===== config.mk =====
export PLATFORM = sky130hd
export DESIGN_NAME = regshift_carry
export DESIGN_NICKNAME = d
export VERILOG_FILES = /design/src/rtl/regshift_carry.sv
export SDC_FILE = /design/constraint.sdc
export NUM_CORES = 1
export LEC_CHECK = 0
export ABC_AREA = 1
export BUFFER_PORTS_ARGS = -buffer_cell sky130_fd_sc_hd__buf_2
export CAP_MARGIN = 20
export CORE_UTILIZATION = 45
export CTS_BUF_LIST = sky130_fd_sc_hd__clkbuf_8
export DETAILED_ROUTE_END_ITERATION = 8
export PLACE_DENSITY_LB_ADDON = 0.05
export SYNTH_ARGS = -nofsm -noshare
export SYNTH_HDL_FRONTEND = slang
export SYNTH_SLANG_ARGS = --single-unit
export TNS_END_PERCENT = 20

===== constraint.sdc =====
create_clock -name clk -period 0.8 [get_ports clk]
set_clock_uncertainty 0.15 [all_clocks]
set_input_delay 0.08 -clock clk [delete_from_list [all_inputs] [get_ports clk]]
set_output_delay 0.08 -clock clk [all_outputs]
set_load 0.03 [all_outputs]

===== src/rtl/regshift_carry.sv =====
module regshift_carry #(
  parameter int WIDTH   = 32,
  parameter int AMT_W   = 8,
  parameter bit REG_OUT = 1'b1
) (
  input  logic             clk,
  input  logic             rst_n,
  input  logic             in_valid,
  input  logic [1:0]       op,
  input  logic [WIDTH-1:0] operand,
  input  logic [AMT_W-1:0] amount,
  input  logic             carry_in,
  output logic             out_valid,
  output logic [WIDTH-1:0] result,
  output logic             carry_out
);
  localparam int SW = $clog2(WIDTH);
  localparam logic [AMT_W-1:0] AMT_EDGE = AMT_W'(WIDTH);

  logic [SW-1:0]      sh, up_idx, dn_idx;
  logic               amt_zero, amt_edge, amt_over, amt_under;
  logic [2*WIDTH-1:0] rot_dbl;
  logic [WIDTH-1:0]   nres;
  logic               ncar;

  assign sh        = amount[SW-1:0];
  assign up_idx    = sh - 1'b1;
  assign dn_idx    = '0 - sh;
  assign amt_zero  = (amount == '0);
  assign amt_edge  = (amount == AMT_EDGE);
  assign amt_over  = (amount > AMT_EDGE);
  assign amt_under = !amt_edge && !amt_over;
  assign rot_dbl   = {operand, operand} >> sh;

  always_comb begin
    nres = operand;
    ncar = carry_in;
    if (!amt_zero) begin
      case (op)
        2'b00: begin
          if (amt_under) begin
            nres = operand << sh;
            ncar = operand[dn_idx];
          end else begin
            nres = '0;
            ncar = amt_edge ? operand[0] : 1'b0;
          end
        end
        2'b01: begin
          if (amt_under) begin
            nres = operand >> sh;
            ncar = operand[up_idx];
          end else begin
            nres = '0;
            ncar = amt_edge ? operand[WIDTH-1] : 1'b0;
          end
        end
        2'b10: begin
          if (amt_under) begin
            nres = WIDTH'($signed(operand) >>> sh);
            ncar = operand[up_idx];
          end else begin
            nres = {WIDTH{operand[WIDTH-1]}};
            ncar = operand[WIDTH-1];
          end
        end
        default: begin
          if (sh == '0) begin
            nres = operand;
            ncar = operand[WIDTH-1];
          end else begin
            nres = rot_dbl[WIDTH-1:0];
            ncar = operand[up_idx];
          end
        end
      endcase
    end
  end

  generate
    if (REG_OUT) begin : g_reg
      always_ff @(posedge clk or negedge rst_n) begin
        if (!rst_n) begin
          out_valid <= 1'b0;
          result    <= '0;
          carry_out <= 1'b0;
        end else begin
          out_valid <= in_valid;
          result    <= nres;
          carry_out <= ncar;
        end
      end
    end else begin : g_comb
      assign out_valid = in_valid;
      assign result    = nres;
      assign carry_out = ncar;
    end
  endgenerate
endmodule


## Yosys cells after proc, flatten, opt, wreduce, memory -nomap -nowiden

Index checks and enable logic that the tools add are counted.

| cells by class | value |
|---|---|
| $add $sub $neg | 2 |
| magnitude comparators | 3 |
| equality and inequality tests | 3 |
| shift operators | 4 |
| muxes and demuxes | 18 |
| reductions and logical operators | 6 |

Operators by type and width:

| operator | number |
|---|---|
| two-way mux 32 bit | 5 |
| one-hot mux 32 bit (3 select lines) | 1 |
| right shift 64 x 5 -> 32 bit | 1 |
| left shift 32 x 5 -> 32 bit | 1 |
| right shift 32 x 5 -> 32 bit | 1 |
| >>> shifter 32 x 5 -> 32 bit | 1 |
| < comparator 5 x 6 -> 1 bit (second input constant) | 2 |
| binary-select mux 1 bit (select 5 bit) | 2 |
| two-way mux 1 bit | 9 |
| == test 8 x 6 -> 1 bit (second input constant) | 1 |
| greater-than comparator 8 x 6 -> 1 bit (second input constant) | 1 |
| logical NOT 8 bit | 1 |
| logical NOT 5 bit | 1 |
| subtractor 1 x 5 -> 5 bit (first input constant) | 1 |
| subtractor 5 x 1 -> 5 bit (second input constant) | 1 |
| one-hot mux 1 bit (3 select lines) | 1 |
| == test 2 x 1 -> 1 bit (second input constant) | 1 |
| == test 2 bit (second input constant) | 1 |
| logical NOT 1 bit | 2 |
| logical NOT 2 bit | 1 |
| logical AND 1 bit | 1 |

| storage, ports and cells | value |
|---|---|
| register bits after elaboration | 34 |
| input bits | 46 |
| output and inout bits | 34 |
| word-level logic and storage cells | 39 |

## Logic depth before layout (Yosys ltp)

Gate-level depths: netlist (run 1).

| logic depth | value |
|---|---|
| word-level depth | 6 |
| mapped depth | 17 |
| gate-level depth less buffers | 15 |

## Worst setup path after synthesis (run 1)

OpenSTA, ideal clock, no wires.

| path | value |
|---|---|
| kind | input-to-reg |
| from | input port amount[1] |
| to | register result[22] |
| setup time | 0.065 ns |
| data arrival time | 1.979 ns |
| data required time | 0.585 ns |
| path slack | -1.394 ns |
| cell stages on the path | 14 |
| buffers on the path | 2 |
| cells stage by stage | inv_2 buf_2 buf_2 ha_1 nand3_2 inv_1 ha_1 nor2_1 clkinv_1 a21oi_1 o21ai_0 nand3_1 nand2_1 nand2_1 |

| between the ends | value |
|---|---|
| longest elaborated chain between the ends | 6 |
| elaborated cells between the ends (all ways) | 17 |
| those cells by class | order compare: 1; eq/ne: 1; shift: 4; mux: 6; reduce/logical: 5 |

Ends and longest elaborated chain:

| what | RTL line | RTL |
|---|---|---|
| from (decl) | 11 | `input logic [AMT_W-1:0] amount,` |
| greater-than comparator 8 x 6 -> 1 bit or == test 8 x 6 -> 1 bit (tied branches) | 31, 30 |  |
| logical NOT 1 bit | 32 | `assign amt_under = !amt_edge && !amt_over;` |
| logical AND 1 bit | 32 |  |
| two-way mux 32 bit, on equally long branches | 59, 41, 50 |  |
| one-hot mux 32 bit (3 select lines) | 39 | `case (op)` |
| two-way mux 32 bit * | 38 | `if (!amt_zero) begin` |
| named net nres[22] | 23 | `logic [WIDTH-1:0] nres;` |
| to (signal assigned) | 89 | `result <= nres;` |
| to (decl) | 14 | `output logic [WIDTH-1:0] result,` |

Mark *: on every way through the listed nets, which the timed path passes. The rest lies on a longest branch.

## Worst setup path in the final report (run 1)

| path | value |
|---|---|
| from | input port amount[0] |
| to | register result[16] |

The elaborated chain is that of the path after synthesis.

==> results of run 1 <==
kinds of logic (layout without fill, tap and decap cells):
family	Yosys count	after routing	share of synthesized area [%]
adders and majority gates	2	2	0.3709
buffers and inverters	137	399	9.905
AOI/OAI and AO/OA	141	141	11.98
DFF	34	34	12.61
xor gates and xnor gates	1	1	0.2412
muxes	4	4	0.5936
and+or+nand+nor	971	971	64.29
worst max-delay path, stage by stage:
cell     delay [ps]
buf_12          100
inv_8            50
buf_12          130
nand2_1          70
buf_4           110
nand3_2         130
nand3_2         140
nand3_1         300
nand3_1         280
o21ai_0         120
a21oi_1         150
nand2_1          90
cell type report:
class,count,area (um^2)
clock buffers,6,82.58
clock inverters,2,12.51
flip-flops and latches,34,850.8
fillers,1278,4106
well taps,184,230.2
inverters,54,254.0
repair buffers,337,2973
multi-input cells,1119,6080
repair_timing:
| action | 4_1_cts | 5_1_grt |
|---|---|---|
| gates cloned | 3 | 1 |
| hold endpoints to repair | 48 | 8 |
| setup endpoints to repair | 67 | 67 |
| pin swaps | 32 | 28 |
| buffers inserted | 4 | 3 |
| resized for setup | 191 | 138 |
placed cells by master (no fill, tap or decap), drive strengths merged, types with 2 or more instances in the layout:
cell type    netlist  final
ha                 2      2
a21boi             5      5
nand2            483    483
or2                3      3
inv               51     50
nand4             16     16
a21oi             45     45
dlygate4sd3        0      3
bufbuf             0      2
o211ai            22     22
nor3               4      4
nand3b             4      4
and2              15     15
nand3            365    365
o31ai              2      2
clkbuf            12      7
clkinv             3      5
dfrtp             34     34
buf               71    331
nor2              81     81
o21ai             65     65
mux2i              4      4
per-stage QoR:
| stage | setup TNS (ps) | worst slack [ps] |
|---|---|---|
| after floorplan | -29150 | -937.6 |
| after global placement | -39690 | -1308 |
| after detailed placement | -40130 | -1395 |
| final | -35860 | -923.5 |
| after global routing | -38180 | -944.7 |
| after CTS | -33440 | -775.8 |
sequential cells by signal, summed over array words and instances, names as in the netlist:
signal and flops:
carry_out 1, out_valid 1, result 32
path summary, 6_finish.rpt:
path                              from          to  depth (start not counted)
max                          amount[0]  result[16]                         12
max in group asynchronous        rst_n  result[24]                          3
min                        operand[23]  result[23]                          3
min in group asynchronous        rst_n  result[28]                          3
per-layer routing:
layer	part of all wire [%]	GRT usage [%]	vias up
met1	36	61.83	4953
met5	0	0	-
met2	42	72.51	943
met3	13	9.192	216
met4	9.0	35.93	0
li1	-	-	4870
power by group through the flow:
stage               Combinational [mW]  Clock [mW]  Sequential [mW]
floorplan                         2.98           0             2.34
global placement                  5.76           0             1.99
detailed placement                5.78           0             1.99
CTS                               6.33        1.52             2.00
global route                      7.38        1.56             2.01
finish                            6.97        1.53             2.01
==> impl_metrics.csv, run 1 <==
group,metric,value,unit
detailed_routing,avgRoutedWirePerCell,22.33,um
finish,antennaDiodeCount,0,
run,timing.max_cap.violations,0,
critical_path,worst-setup-path-type,"input pin to register",
detailed_routing,drcViolationCount,0,
yosys,mappedNetlistArea,6745,um^2
placement,hpwl,29190,um
die,std_cell_rows,44,
clock_tree,postCtsHoldBufs,3,
yosys,post_synth_num_cell_types,41,
finish,syn_to_final_growth,55.41,%
critical_path,crit_required,840,ps
global_route,pin_count_of_the_biggest_net_entering_global_routing,48,
sta,max_freq,580.2,MHz
power_and_ir_drop,leakagePower,5.436,nW
yosys,synth.net_count,1338,
die,core-area,14590,um^2
detailed_routing,vias_per_cell,6.326,
yosys,synth_sequential_area_ratio,12.61,%
clock_tree,clkSlewWorstSetupHoldPaths,100,ps
clock_tree,cts-htree-levels,2,
die,die_span_in_x,124.4,um
sta,final-max-slew-violation-count,0,
yosys,async_reset_ff_share,100.0,%
critical_path,setup.worst_path.end_class,"register",
detailed_routing,detail_route.iter0.violations,1992,
yosys,postSynth.topFlopCell,"dfrtp_1",
clock_tree,tritoncts.num_buffers,5,
yosys,post_synth.cell_area_avg,5.229,um^2
power_and_ir_drop,pwr-share-clk,14.6,%
yosys,synth_top_cells_by_count,"465 x nand2_1, 360 x nand3_1, 75 x nor2_1",
placement,numPortBuffers,79,
clock_tree,clock_tree.root_cell,"clkbuf_8",
sta,timing.slew.headroom,61.30,%
global_route,antenna_violations_before_repair,1,
sta,finalSetupViolations,67,
power_and_ir_drop,areal_power_density_over_the_cells,1002,nW/um^2
yosys,synth_seq_cells,34,
detailed_routing,via_count,10982,
finish,layout.core_utilization,71.85,%
power_and_ir_drop,worst_ir_drop_vdd,0.8453,mV
clock_tree,cts_tree,"done",
yosys,gate_count_after_technology_mapping,1290,
sta,final.period_utilization,215.4,%
die,floorplan.die_area,15480,um^2
placement,dpl_cell_area,9056,um^2
yosys,synth-edff-count,0,
placement,placer_congestion,1.153,
finish,finish.instance_area,10480,um^2
die,die_h,124.4,um
detailed_routing,count_of_antenna_violating_nets_left_after_detailed_routing,0,
yosys,synth.largest_area_cell,"nand3_1",
power_and_ir_drop,switching_power,5.217,mW
yosys,yosys.cell_count.top_type,"nand2_1",
outcome,run_status,"finished, violations left",
die,floorplan.initialDensity,46.23,%
detailed_routing,drt-total-wl,38760,um
sta,final.setup.worst_slack,-923.5,ps
sta,layout_min_cycle_time,1724,ps
global_route,grt_pass1_wl,57890,um
global_route,grt_pass1_vias,10098,
power_and_ir_drop,seq_power_share,19.1,%
sta,tightest_slew,580.5,ps
finish,design.final.nets,1599,
die,top_level_ports,80,
hold_path,hold_class,"input pin to register",
global_route,grt_util_all_layers,48.51,%
outcome,violated_checks,"hold timing, setup timing",
sta,timing_hold_violations_final,11,
finish,post_route_cells_drive_above_1_share,38.14,%
placement,total_placed_cells_including_tap_cells,1715,
critical_path,cp_data_arrival_time,1760,ps
power_and_ir_drop,total_power,10.50,mW
sta,grt_setup_unrepaired,"yes",
clock_tree,clock-sinks,34,
power_and_ir_drop,switching_share,49.67,%
detailed_routing,dr.pass1.iters,8,
power_and_ir_drop,power.internal,5.287,mW
sta,worst_hold_slack,-111.8,ps
critical_path,cp-start-kind,"input pin",
global_route,gr-total-overflow,0,
critical_path,worst-path-max-fanout,7,
power_and_ir_drop,combPwrFrac,66.3,%
yosys,synth_warnings,0,
clock_tree,clock_path_buffers,2,
yosys,synth.top_cell.area_share,26.71,%
finish,fin_cells,1736,
yosys,synth.area.top_cells,"nand3_1 27%, nand2_1 26%, dfrtp_1 13%",
No activity file was read; power rests on OpenSTA's default activity.
==> run 2, diff against run 1 <==
- CORE_MARGIN: unset -> 2
- RECOVER_POWER: unset -> 25
==> run 2 against run 1 <==
Compared with the run above:
- the run ends with DRC, hold timing, setup timing left
- non-clock buffer count grew 6
- global-route usage fell by 1.0 points
- setup slack better by 73 ps
- highest routed layer unchanged
- sequential share of layout area is 0.16 points lower
- core utilization rose by 1.4 points
- largest power group unchanged
- largest cell class unchanged
- maximum frequency increased by 4.4%
- worst hold slack worse by 46 ps
- clock power increased by 36%
- final area grew 2.0%
==> impl_metrics.csv, run 2 (synthesis results as in run 1) <==
group,metric,value,unit
clock_tree,clock_tree.root_cell,"clkbuf_8",
run,timing.max_cap.violations,0,
die,floorplan.initialDensity,46.23,%
finish,fillers,1233,
finish,regMostFlops,"result",
clock_tree,clkSlewWorstSetupHoldPaths,100,ps
clock_tree,tritoncts.num_buffers,5,
critical_path,worst-path-max-fanout,8,
sta,final.period_utilization,206.4,%
global_route,gr-total-overflow,0,
sta,worst_hold_slack,-157.4,ps
die,core-area,14590,um^2
power_and_ir_drop,worst_ir_drop_vdd,1.038,mV
finish,finish.instance_area,10690,um^2
detailed_routing,detail_route.iter0.violations,2196,
placement,placer_congestion,1.077,
sta,timing_hold_violations_final,6,
global_route,antenna_violations_before_repair,0,
sta,finalSetupViolations,67,
placement,dpl_cell_area,9014,um^2
global_route,grt_pass1_wl,58610,um
power_and_ir_drop,areal_power_density_over_the_cells,1054,nW/um^2
placement,numPortBuffers,79,
detailed_routing,drt-total-wl,39940,um
finish,syn_to_final_growth,58.45,%
detailed_routing,avgRoutedWirePerCell,22.89,um
die,floorplan.die_area,15980,um^2
sta,tightest_slew,571.6,ps
detailed_routing,drcViolationCount,31,
sta,grt_setup_unrepaired,"yes",
finish,fin_cells,1745,
finish,final_cell_mix,"391 x nand2_1, 301 x nand3_1, 219 x buf_4, 80 x nand2_2, 63 x nor2_1",
sta,final.setup.worst_slack,-851.0,ps
global_route,grt_pass1_vias,10099,
die,die_h,126.4,um
detailed_routing,count_of_antenna_violating_nets_left_after_detailed_routing,0,
finish,post_route_cells_drive_above_1_share,38.05,%
placement,total_placed_cells_including_tap_cells,1706,
sta,max_freq,605.7,MHz
sta,layout_min_cycle_time,1651,ps
sta,tns,-34490,ps
finish,layout.cells.most_common,"nand2_1",
critical_path,cp-start-kind,"input pin",
global_route,pin_count_of_the_biggest_net_entering_global_routing,67,
finish,largest_register_ffs,32,
clock_tree,postCtsHoldBufs,2,
clock_tree,cts_tree,"done",
clock_tree,clock-sinks,34,
placement,hpwl,29090,um
clock_tree,clock_path_buffers,2,
critical_path,cp_data_arrival_time,1700,ps
die,std_cell_rows,44,
detailed_routing,vias_per_cell,6.433,
critical_path,crit_required,850,ps
power_and_ir_drop,total_power,11.27,mW
finish,layout.core_utilization,73.26,%
global_route,grt_util_all_layers,47.48,%
outcome,run_status,"finished, violations left",
detailed_routing,via_count,11225,
outcome,violated_checks,"DRC, hold timing, setup timing",
critical_path,worst-setup-path-type,"input pin to register",
clock_tree,cts-htree-levels,2,
detailed_routing,dr.pass1.iters,9,
critical_path,setup.worst_path.end_class,"register",
hold_path,hold_class,"input pin to register",
die,die_span_in_x,126.4,um
sta,final-max-slew-violation-count,0,
die,top_level_ports,80,
finish,reg_top3,"result x32, carry_out x1, out_valid x1",
sta,timing.slew.headroom,61.89,%
finish,design.final.nets,1608,
power_and_ir_drop,leakagePower,5.540,nW
placement,dp_worst_setup_slack,-1316,ps
finish,antennaDiodeCount,0,
==> run 2: cell types whose count changed in the layout (fill, tap and decap cells not counted), sizes merged <==
cell,before,now
inv,50,53
bufinv,0,2
clkinvlp,1,0
dlygate4sd3,3,2
buf,331,336
clkbuf,7,8
==> run 2: final cells by class <==
cell class                 instances  area [um^2]  area share [%]
multi-input combinational       1119         6050           56.60
timing repair buffer             343         3136           29.34
sequential                        34        850.8           7.961
inverter                          54        257.7           2.412
tap                              184        230.2           2.154
clock buffer                       5        68.82          0.6439
clock inverter                     3        68.82          0.6439
timing repair inverter             3        26.28          0.2458
==> run 2: repair_timing <==
action / CTS / global route
cloned: 8 / 3
setup buffers: 15 / 3
pin swaps: 43 / 35
endpoints found under the setup margin: 67 / 67
endpoints found under the hold margin: 44 / 5
resized for setup: 233 / 94
==> run 2: where the power goes <==
| group | switching, mW | internal [mW] |
|---|---|---|
| combinational | 4.37 | 2.81 |
| sequential | 0.112 | 1.89 |
| clock | 0.832 | 1.25 |
| total | 5.31 | 5.96 |
==> run 2: critical path: stages <==
cell	delay [ps]
buf_16	150
buf_12	160
nand2_2	90
and2_4	170
nand2_1	80
buf_4	140
nand3_1	100
nand3_2	100
nand3_1	120
o21ai_0	100
inv_1	80
nand4_1	130
nand2_2	130
nand2_1	50
==> run 2: worst paths after layout <==
kind | from | to | depth (start not counted)
setup / recovery | amount[0] | result[27] | 14
hold / removal | carry_in | carry_out | 3
max in group asynchronous | rst_n | result[31] | 3
min in group asynchronous | rst_n | result[30] | 3
==> run 2: metal layers <==
metal  global-route usage, %  up-vias  share of wire, %
met4                   30.45        0               9.3
met1                   60.17     5008                35
li1                        -     4895                 -
met3                   11.22      293                15
met2                   72.22     1029                41
met5                       0        -                 0
